### config.mk
export PLATFORM = sky130hd
export DESIGN_NAME = wdt_bus_watchdog
export DESIGN_NICKNAME = d
export VERILOG_FILES = /design/src/rtl/wdt_pkg.sv /design/src/rtl/wdt_prescaler.sv /design/src/rtl/wdt_tick_counter.sv /design/src/rtl/wdt_pulse_gen.sv /design/src/rtl/wdt_bus_watchdog.sv
export SDC_FILE = /design/constraint.sdc
export NUM_CORES = 1
export LEC_CHECK = 0
export BUFFER_PORTS_ARGS = -buffer_cell sky130_fd_sc_hd__buf_2
export CORE_UTILIZATION = 55
export CTS_CLUSTER_SIZE = 20
export DETAILED_ROUTE_END_ITERATION = 10
export GPL_ROUTABILITY_DRIVEN = 0
export GPL_TIMING_DRIVEN = 0
export PLACE_DENSITY = 0.78
export SLEW_MARGIN = 5
export SYNTH_ARGS = -nofsm -noshare
export SYNTH_HDL_FRONTEND = slang
export SYNTH_HIERARCHICAL = 1
export SYNTH_SLANG_ARGS = --single-unit
### constraint.sdc
create_clock -name clk_i -period 1.5 [get_ports clk_i]
set_clock_uncertainty 0.15 [all_clocks]
set_input_delay 0.3 -clock clk_i [delete_from_list [all_inputs] [get_ports clk_i]]
set_output_delay 0.3 -clock clk_i [all_outputs]
set_load 0.03 [all_outputs]
### src/rtl/wdt_pkg.sv
package wdt_pkg;
  typedef enum logic [0:0] {
    PULSE_IDLE   = 1'b0,
    PULSE_ACTIVE = 1'b1
  } pulse_state_e;
endpackage

### src/rtl/wdt_prescaler.sv
module wdt_prescaler #(
  parameter int DIV = 21000
) (
  input  logic clk_i,
  input  logic rst_ni,
  output logic tick_o
);
  localparam int CW = (DIV > 2) ? $clog2(DIV) : 1;
  localparam logic [CW-1:0] LAST = CW'(DIV - 1);

  logic [CW-1:0] cnt_q, cnt_d;

  always_comb begin
    tick_o = (cnt_q == LAST);
    cnt_d  = tick_o ? '0 : cnt_q + 1'b1;
  end

  always_ff @(posedge clk_i or negedge rst_ni) begin
    if (!rst_ni) cnt_q <= '0;
    else         cnt_q <= cnt_d;
  end

  // Phase wraps to zero after each tick: the period is exactly DIV cycles
  assert_prescale_wrap_R2: assert property (@(posedge clk_i) disable iff (!rst_ni)
    tick_o |=> (cnt_q == '0));
endmodule

### src/rtl/wdt_tick_counter.sv
module wdt_tick_counter #(
  parameter int LIMIT = 4
) (
  input  logic clk_i,
  input  logic rst_ni,
  input  logic tick_i,
  input  logic clear_i,
  input  logic hold_i,
  output logic roll_o
);
  localparam int CW = (LIMIT > 2) ? $clog2(LIMIT) : 1;
  localparam logic [CW-1:0] LAST = CW'(LIMIT - 1);

  logic [CW-1:0] cnt_q, cnt_d;
  logic          cnt_en;

  always_comb begin
    roll_o = tick_i && !clear_i && !hold_i && (cnt_q == LAST);
    cnt_en = clear_i || hold_i || tick_i;
    if (clear_i || hold_i || roll_o) cnt_d = '0;
    else                             cnt_d = cnt_q + 1'b1;
  end

  always_ff @(posedge clk_i or negedge rst_ni) begin
    if (!rst_ni)     cnt_q <= '0;
    else if (cnt_en) cnt_q <= cnt_d;
  end

  assert_kick_clears_R1: assert property (@(posedge clk_i) disable iff (!rst_ni)
    clear_i |=> (cnt_q == '0));

  assert_hold_clears_R4: assert property (@(posedge clk_i) disable iff (!rst_ni)
    hold_i |=> (cnt_q == '0));
endmodule

### src/rtl/wdt_pulse_gen.sv
module wdt_pulse_gen
  import wdt_pkg::*;
#(
  parameter int LEN = 18000
) (
  input  logic clk_i,
  input  logic rst_ni,
  input  logic fire_i,
  output logic active_o
);
  localparam int CW = (LEN > 2) ? $clog2(LEN) : 1;
  localparam logic [CW-1:0] LAST = CW'(LEN - 1);

  pulse_state_e  state_q, state_d;
  logic [CW-1:0] len_q, len_d;

  always_comb begin
    state_d = state_q;
    len_d   = len_q;
    unique case (state_q)
      PULSE_IDLE: begin
        len_d = '0;
        if (fire_i) state_d = PULSE_ACTIVE;
      end
      PULSE_ACTIVE: begin
        if (len_q == LAST) begin
          state_d = PULSE_IDLE;
          len_d   = '0;
        end else begin
          len_d = len_q + 1'b1;
        end
      end
      default: state_d = PULSE_IDLE;
    endcase
  end

  always_ff @(posedge clk_i or negedge rst_ni) begin
    if (!rst_ni) begin
      state_q <= PULSE_IDLE;
      len_q   <= '0;
    end else begin
      state_q <= state_d;
      len_q   <= len_d;
    end
  end

  assign active_o = (state_q == PULSE_ACTIVE);

  assert_pulse_cause_R3: assert property (@(posedge clk_i) disable iff (!rst_ni)
    $rose(active_o) |-> $past(fire_i));

  assert_pulse_bound_R3: assert property (@(posedge clk_i) disable iff (!rst_ni)
    (active_o && len_q == LAST) |=> !active_o);
endmodule

### src/rtl/wdt_bus_watchdog.sv
module wdt_bus_watchdog #(
  parameter int                ADDR_W    = 8,
  parameter int                DATA_W    = 8,
  parameter logic [ADDR_W-1:0] KICK_ADDR = 8'h26,
  parameter int                PRESCALE  = 21000,
  parameter int                TICKS     = 4,
  parameter int                PULSE_LEN = 18000
) (
  input  logic              clk_i,
  input  logic              rst_ni,
  input  logic              wr_en_i,
  input  logic [ADDR_W-1:0] wr_addr_i,
  input  logic [DATA_W-1:0] wr_data_i,
  input  logic              flag_clr_i,
  output logic              wdog_rst_o,
  output logic              wdog_flag_o
);
  logic [1:0] rst_sync_q;
  logic       rst_n_int;
  logic       kick;
  logic       tick;
  logic       roll;
  logic       pulse_active;
  logic       flag_q, flag_d, flag_en;

  // Asynchronous assertion, synchronous release
  always_ff @(posedge clk_i or negedge rst_ni) begin
    if (!rst_ni) rst_sync_q <= 2'b00;
    else         rst_sync_q <= {rst_sync_q[0], 1'b1};
  end
  assign rst_n_int = rst_sync_q[1];

  assign kick = wr_en_i && (wr_addr_i == KICK_ADDR);

  wdt_prescaler #(.DIV(PRESCALE)) u_presc (
    .clk_i  (clk_i),
    .rst_ni (rst_n_int),
    .tick_o (tick)
  );

  wdt_tick_counter #(.LIMIT(TICKS)) u_ticks (
    .clk_i   (clk_i),
    .rst_ni  (rst_n_int),
    .tick_i  (tick),
    .clear_i (kick),
    .hold_i  (pulse_active),
    .roll_o  (roll)
  );

  wdt_pulse_gen #(.LEN(PULSE_LEN)) u_pulse (
    .clk_i    (clk_i),
    .rst_ni   (rst_n_int),
    .fire_i   (roll),
    .active_o (pulse_active)
  );

  // Cause flag: set wins over clear
  always_comb begin
    flag_en = roll || flag_clr_i;
    flag_d  = roll;
  end

  always_ff @(posedge clk_i or negedge rst_n_int) begin
    if (!rst_n_int)   flag_q <= 1'b0;
    else if (flag_en) flag_q <= flag_d;
  end

  assign wdog_rst_o  = pulse_active;
  assign wdog_flag_o = flag_q;

  assert_flag_with_pulse_R5: assert property (@(posedge clk_i) disable iff (!rst_n_int)
    $rose(wdog_rst_o) |-> wdog_flag_o);

  assert_flag_sticky_R6: assert property (@(posedge clk_i) disable iff (!rst_n_int)
    (wdog_flag_o && !flag_clr_i) |=> wdog_flag_o);

  assert_kick_data_known_R1: assert property (@(posedge clk_i) disable iff (!rst_n_int)
    wr_en_i |-> !$isunknown(wr_data_i));

  assert_reset_quiet_R8: assert property (@(posedge clk_i)
    !rst_n_int |-> (!wdog_rst_o && !wdog_flag_o));
endmodule

==> results of run 1 <==
-- synth_stat cells (all sizes together), types with 3 or more instances --
cell type,instances
nand2b,3
xnor2,15
or4,3
nor2,23
inv,7
nor4,6
nor3,6
nand2,12
nand3,8
dfrtp,36
nand4,3
ha,3
xor2,9
-- worst paths after layout --
kind | start | endpoint | cells after the start
min reg2reg | rst_sync_q[1] | u_pulse/len_q[0] | 0
min in group asynchronous | rst_ni | rst_sync_q[1] | 2
max | u_pulse/len_q[12] | u_pulse/len_q[12] | 5
min | flag_clr_i | wdog_flag_o | 3
max reg2reg | u_pulse/len_q[12] | u_pulse/len_q[12] | 5
max in group asynchronous | rst_sync_q[1] | u_presc/cnt_q[8] | 0
-- layout by cell type (no fill, tap or decap), types with 2 or more instances in the layout --
cell                       netlist  routed
sky130_fd_sc_hd__a211oi_2        1       2
sky130_fd_sc_hd__and4_4          0       2
sky130_fd_sc_hd__buf_2           0      13
sky130_fd_sc_hd__buf_4           0      18
sky130_fd_sc_hd__buf_6           1      14
sky130_fd_sc_hd__clkbuf_4        0       5
sky130_fd_sc_hd__dfrtp_1        36      30
sky130_fd_sc_hd__dfrtp_2         0       6
sky130_fd_sc_hd__ha_1            3       2
sky130_fd_sc_hd__inv_1           7       7
sky130_fd_sc_hd__nand2_1        11       9
sky130_fd_sc_hd__nand2_4         0       2
sky130_fd_sc_hd__nand2b_4        0       2
sky130_fd_sc_hd__nand3_1         7       5
sky130_fd_sc_hd__nand3_4         0       2
sky130_fd_sc_hd__nand4_1         3       3
sky130_fd_sc_hd__nor2_1         23      14
sky130_fd_sc_hd__nor2_2          0       7
sky130_fd_sc_hd__nor2_4          0       2
sky130_fd_sc_hd__nor3_1          6       4
sky130_fd_sc_hd__nor4_1          6       5
sky130_fd_sc_hd__or4_4           2       3
sky130_fd_sc_hd__xnor2_1        15      14
sky130_fd_sc_hd__xor2_1          9       9
-- layout make-up --
cell class                      instances  area [um^2]  share of cell area [%]
Sequential cell                        36          908                    38.0
Timing Repair Buffer                   46          377                    15.8
Clock buffer                            5         37.5                    1.57
Tap cell                               31         38.8                    1.62
Buffer                                  1         11.3                   0.471
Inverter                                7         26.3                    1.10
Multi-Input combinational cell        116          947                    39.7
Clock inverter                          3         42.5                    1.78
-- flip-flops by register name, summed over array words and instances, names as in the netlist --
register	count
u_ticks/cnt_q	2
wdog_flag_o	1
u_pulse/active_o	1
u_pulse/len_q	15
rst_sync_q	2
u_presc/cnt_q	15
-- critical path, stage by stage, from the launching register on --
cell                      delay, ps
sky130_fd_sc_hd__dfrtp_1        410
sky130_fd_sc_hd__or4b_4         550
sky130_fd_sc_hd__or4_4          450
sky130_fd_sc_hd__o21ai_4        220
sky130_fd_sc_hd__buf_6          160
sky130_fd_sc_hd__nor2_1          60
-- what timing repair did --
action                                  4_1_cts  5_1_grt
cloned                                        0        1
endpoints found under the setup margin       56       27
endpoints found under the hold margin         2        0
gates resized for setup                      14       44
pin swaps                                     5       11
hold buffers                                  1        0
buffers inserted                             17       21
-- power breakdown --
part,internal [mW],switching [mW]
combinational,0.0138,0.00558
clock,0.347,0.333
sequential,0.973,0.0169
-- metal layers --
| metal | part of all wire [%] | wire [um] | up-vias |
|---|---|---|---|
| li1 | - | - | 658 |
| met1 | 43 | 1880 | 722 |
| met2 | 49 | 2150 | 63 |
| met3 | 4.9 | 216 | 17 |
| met4 | 3.4 | 150 | 0 |
| met5 | 0 | 0 | - |
-- per-stage QoR --
step | setup TNS, ps | hold slack, ps | area, um^2
5_1_grt | -11850 | 92.0 | 2390
2_1_floorplan | -6950 | -146 | 1740
6_report | -10350 | 72.2 | 2390
4_1_cts | -8530 | 58.7 | 2120
3_3_place_gp | -10510 | -65.0 | 1850
3_5_place_dp | -13370 | -64.0 | 1850
-- cells by family (layout without fill, tap and decap cells) --
| logic type | Yosys count | in the layout |
|---|---|---|
| AND/OR/NAND/NOR | 80 | 80 |
| adder cells (fa/ha/maj) | 3 | 3 |
| multiplexers | 1 | 1 |
| XOR/XNOR | 24 | 24 |
| buffers and inverters | 9 | 62 |
| flip-flops | 36 | 36 |
| other | 1 | 1 |
| AO/OA/AOI/OAI | 7 | 7 |
==> parameters.txt, run 1 <==
Parameter                              Value

Outcome
  Run status ... finished, violations left
  Violations in the final reports ... negative setup slack

GRT
  Global-route track usage on met2 ... a little over a third
  Number of antenna violations at the first check in global routing ... 0
  Routing layer with the top usage in global route ... met2
  Global-route wire length before repair ... around 5.7 mm
  Overall overflow remaining after global route ... 0
  Met1 capacity usage during global routing ... between 20% and 30%
  Largest net degree at the start of global routing ... 35
  Combined global-route utilization of all metal layers ... approximately 23%
  Via count of the first global-routing pass ... around 1.3k
  GRT met3 Usage ... about 5.1%

Routing
  Residual DRC ... 0
  Via count ... between 1k and 1.5k
  Residual antenna-violating net count after detailed routing ... 0
  DRT Wirelength ... ~4.4 mm
  Vias/cell ... 5.96
  WL/cell ... ~18 um
  Detailed-routing iteration count for the pre-antenna-repair pass ... 4
  Number of DRC markers in iteration 0 ... 74

Clock network
  Clock slew at the register clock pins of the worst setup and hold paths ... around 120 ps
  TritonCTS Buffers ... 5
  Clk buf depth ... 2
  H-tree depth ... 2
  Clock latency at the later pin of the worst-skew pair ... between 300 and 400 ps
  Clock tree from TritonCTS ... yes
  Total number of clock tree sinks ... 36
  CTS Root Cell ... sky130_fd_sc_hd__clkbuf_4

Finish
  Final cell utilization of the core ... ~84%
  Post-route insts no fill ... roughly 250
  Synthesis-to-layout area growth ... 38.8%
  # nets final ... about 240
  Final antenna diode count ... 0
  Layout cells sized above 1 ... about 46%
  FILL cells ... 129

Placed design
  Hpwl dp ... approximately 2.1 mm
  Number of buffer cells added on primary ports ... 13
  Post-placement worst setup slack ... -624 ps
  Cell Count Post-Placement ... between 200 and 250

Synth
  Count of cell types in the netlist ... 40
  Area of the mapped netlist ... approximately 1700 um^2
  Basic-gate share of the synthesized area counting and, or, nand and nor cells ... a little over a quarter
  Async SR Flop Fraction ... 100%
  Post-synthesis cell count ... 161
  Part of the Yosys area used for sequential elements ... 52.4%
  Post-synthesis adder-cell area fraction ... roughly 2.2%
  Most used DFF post-synth ... sky130_fd_sc_hd__dfrtp_1
  Share of the synthesized area in compound gates (AO/OA/AOI/OAI) ... under 10%
  Count of flip-flops with a built-in enable after synthesis ... 0
  Synthesized flop and latch total ... 36
  Total of warnings raised by yosys ... 6
  Mux share of post-synthesis cell area ... 0.582%
  Area fraction of the dominant cell type after synthesis ... between 50% and 60%
  Combinational family with the most area after synthesis ... simple AND/OR/NAND/NOR gates
  Net count after synthesis ... between 150 and 200
  Library cell with the largest summed area after synthesis ... sky130_fd_sc_hd__dfrtp_1
  Top post-synthesis cells by area ... sky130_fd_sc_hd__dfrtp_1, sky130_fd_sc_hd__xnor2_1, sky130_fd_sc_hd__nor2_1
  Post-Synth XOR/XNOR Area ... approximately an eighth
  Syn_area_per_cell ... ~11 um^2

Critical path
  Required time at the worst-slack endpoint ... approximately 1600 ps
  Critical path peak fanout ... 5
  Reg2reg setup slack ... -600 ps
  Critical Setup Path Class ... reg2reg
  Arrival @ worst endpoint ... around 2200 ps
  Crit path capture type ... flop
  Critical Path Start Type ... flop

STA
  Max-Slew Margin vs Limit ... 52.6%
  Least-Margin Pin Slew ... between 700 and 800 ps
  Total setup violations reported at the end of the flow ... 27
  Final critical-path required period ... ~2100 ps
  Max-slew violation count ... 0
  Final Hold Fails ... 0
  Setup slack after layout ... -603 ps
  Fmax achieved ... about 480 MHz
  Final period utilization ... 140%
  RSZ-0062 raised after global routing ... true

Die
  Boundary Pins ... 22
  Initial core utilization ... roughly three fifths
  Die W ... a little under 60 um
  Core area ... approximately 2900 um^2
  Die extent in y ... 57.9 um
  Site Rows ... 19
  Area of the die ... ~3400 um^2

Pwr
  Peak supply drop ... 0.000685 V
  Leak Pwr ... 1.06 nW
  PD cells ... slightly above 700 nW/um^2
  Tot Pwr ... around 1.7 mW

Run
  Max-cap viol count ... 0

Worst hold path
  Class of the tightest hold or removal check ... in2reg
No activity file was read; power rests on OpenSTA's default activity.
==> inputs of run 2 (changes only) <==
--- a/config.mk
+++ b/config.mk
@@ -7,6 +7,7 @@
 export LEC_CHECK = 0
 export BUFFER_PORTS_ARGS = -buffer_cell sky130_fd_sc_hd__buf_2
 export CORE_UTILIZATION = 55
+export CTS_BUF_LIST = sky130_fd_sc_hd__clkbuf_8 sky130_fd_sc_hd__clkbuf_16
 export CTS_CLUSTER_SIZE = 20
 export DETAILED_ROUTE_END_ITERATION = 10
 export GPL_ROUTABILITY_DRIVEN = 0
==> parameters.txt, run 2 (synthesis results as in run 1) <==
Parameter                              Value

Routing
  DRT Wirelength ... around 4.3 mm
  Number of DRC markers in iteration 0 ... 55
  Via count ... approximately 1.4k
  Detailed-routing iteration count for the pre-antenna-repair pass ... 5
  Vias/cell ... approximately 6
  Residual antenna-violating net count after detailed routing ... 0
  WL/cell ... 17.8 um
  Residual DRC ... 0

Outcome
  Violations in the final reports ... negative setup slack
  Run status ... finished, violations left

Clock network
  Clock tree from TritonCTS ... yes
  Clock slew at the register clock pins of the worst setup and hold paths ... approximately 80 ps
  Clk buf depth ... 2
  Clock latency at the later pin of the worst-skew pair ... around 300 ps
  H-tree depth ... 2
  TritonCTS Buffers ... 5
  CTS Root Cell ... sky130_fd_sc_hd__clkbuf_8
  Total number of clock tree sinks ... 36

Finish
  Most used cells in the layout excluding fill and tap cells ... sky130_fd_sc_hd__dfrtp_1, sky130_fd_sc_hd__buf_4, sky130_fd_sc_hd__nor2_1, sky130_fd_sc_hd__xnor2_1, sky130_fd_sc_hd__buf_2
  Most common cell after layout, fill and taps aside ... sky130_fd_sc_hd__dfrtp_1
  Registers with the highest flip-flop counts ... u_presc/cnt_q (15), u_pulse/len_q (15)
  Multi-input gate area in the final layout ... approximately 940 um^2
  Synthesis-to-layout area growth ... 36.8%
  Area of all sequential standard cells ... 908 um^2
  Final antenna diode count ... 0
  Post-route insts no fill ... 241
  FILL cells ... around 130
  # nets final ... about 230
  Final cell utilization of the core ... between 80% and 90%
  Layout cells sized above 1 ... approximately 43%

Worst hold path
  Class of the tightest hold or removal check ... in2reg

STA
  Final period utilization ... 137%
  Fmax achieved ... 488 MHz
  Final critical-path required period ... between 2000 and 2500 ps
  Setup slack after layout ... -550 ps
  Worst-case hold slack ... about 150 ps
  Least-Margin Pin Slew ... between 700 and 800 ps
  RSZ-0062 raised after global routing ... true
  Max-Slew Margin vs Limit ... 50.6%
  Max-slew violation count ... 0
  Total setup violations reported at the end of the flow ... 27
  Final Hold Fails ... 0

Critical path
  Critical Setup Path Class ... reg2reg
  Critical path peak fanout ... 10
  Worst path slowest cell ... sky130_fd_sc_hd__or4b_4
  Arrival @ worst endpoint ... ~2100 ps
  Critical Path Start Type ... flop
  Crit path capture type ... flop
  Highest cell delay on the worst timing path ... roughly 540 ps
  Largest delay share family, worst path ... simple AND/OR/NAND/NOR gates
  WP buf/inv ... 1
  Cells traversed along the worst timing path ... or4b_4, or4_4, o21ai_4, buf_6, nor2_1
  Reg2reg setup slack ... -550 ps
  Required time at the worst-slack endpoint ... 1530 ps

Pwr
  PD cells ... a little under 800 nW/um^2
  Peak supply drop ... between 0.0006 and 0.0007 V
  Leak Pwr ... 1.05 nW
  Tot Pwr ... roughly 1.9 mW

GRT
  Overall overflow remaining after global route ... 0
  Number of antenna violations at the first check in global routing ... 0
  Global-route wire length before repair ... about 5.8 mm
  Largest net degree at the start of global routing ... 35
  Via count of the first global-routing pass ... between 1k and 1.5k
  Combined global-route utilization of all metal layers ... a little under a quarter

Die
  Die W ... roughly 58 um
  Initial core utilization ... 60.3%
  Core area ... between 2000 and 3000 um^2
  Site Rows ... 19
  Boundary Pins ... 22
  Area of the die ... between 3000 and 4000 um^2
  Die extent in y ... ~58 um

Placed design
  Hpwl dp ... approximately 2.1 mm
  Cell Count Post-Placement ... between 200 and 250
  Post-placement worst setup slack ... -624 ps
  Number of buffer cells added on primary ports ... 13

Run
  Max-cap viol count ... 0
run 2: cell types whose count changed in the layout (fill, tap and decap cells not counted), sizes merged:
| cell | previous run | this run |
|---|---|---|
| clkbuf | 5 | 6 |
| buf | 46 | 41 |
run 2: repair_timing:
item | CTS | global route
endpoints found under the setup margin | 56 | 27
setup buffers | 16 | 13
hold buffers | 1 | 0
hold endpoints to repair | 2 | 0
resized for setup | 13 | 30
pin swaps | 5 | 8
run 2: final cells by class:
cell class	count	area share (%)
buffer	2	1.06
multi-input combinational	116	40.1
clock inverter	3	1.81
sequential	36	38.6
clock buffer	5	2.92
inverter	7	1.12
timing repair buffer	41	12.8
tap	31	1.65
run 2: worst min-delay path, cell delays in order:
cell                     delay [ps]
sky130_fd_sc_hd__buf_2          110
sky130_fd_sc_hd__inv_1           50
sky130_fd_sc_hd__a21o_1         110
run 2: final timing paths:
path                                    from          endpoint  depth (start not counted)
max in group asynchronous      rst_sync_q[1]  u_presc/cnt_q[8]                          0
max                        u_pulse/len_q[12]  u_pulse/len_q[6]                          5
max reg2reg                u_pulse/len_q[12]  u_pulse/len_q[6]                          5
min in group asynchronous             rst_ni     rst_sync_q[1]                          2
min                               flag_clr_i       wdog_flag_o                          3
min reg2reg                    rst_sync_q[1]       wdog_flag_o                          0
run 2: routing by layer:
metal	share of wire (%)	vias up	track usage (%)
met2	51	57	36.6
met3	5.1	10	6.70
met4	2.9	0	9.86
met5	0	-	0
met1	41	722	29.8
li1	-	648	-
run 2: power by group:
| group | leakage (nW) | switching, mW | internal (mW) |
|---|---|---|---|
| registers | 0.479 | 0.0177 | 0.972 |
| clock network | 0.0541 | 0.367 | 0.492 |
| logic | 0.513 | 0.00714 | 0.0139 |
| total | 1.05 | 0.392 | 1.48 |
run 2: per-stage QoR:
| step | instance area (um^2) | TNS [ps] |
|---|---|---|
| after floorplan | 1740 | -6950 |
| after global routing | 2350 | -10860 |
| final | 2350 | -9810 |
| after detailed placement | 1850 | -13370 |
| after global placement | 1850 | -10510 |
| after CTS | 2140 | -8240 |
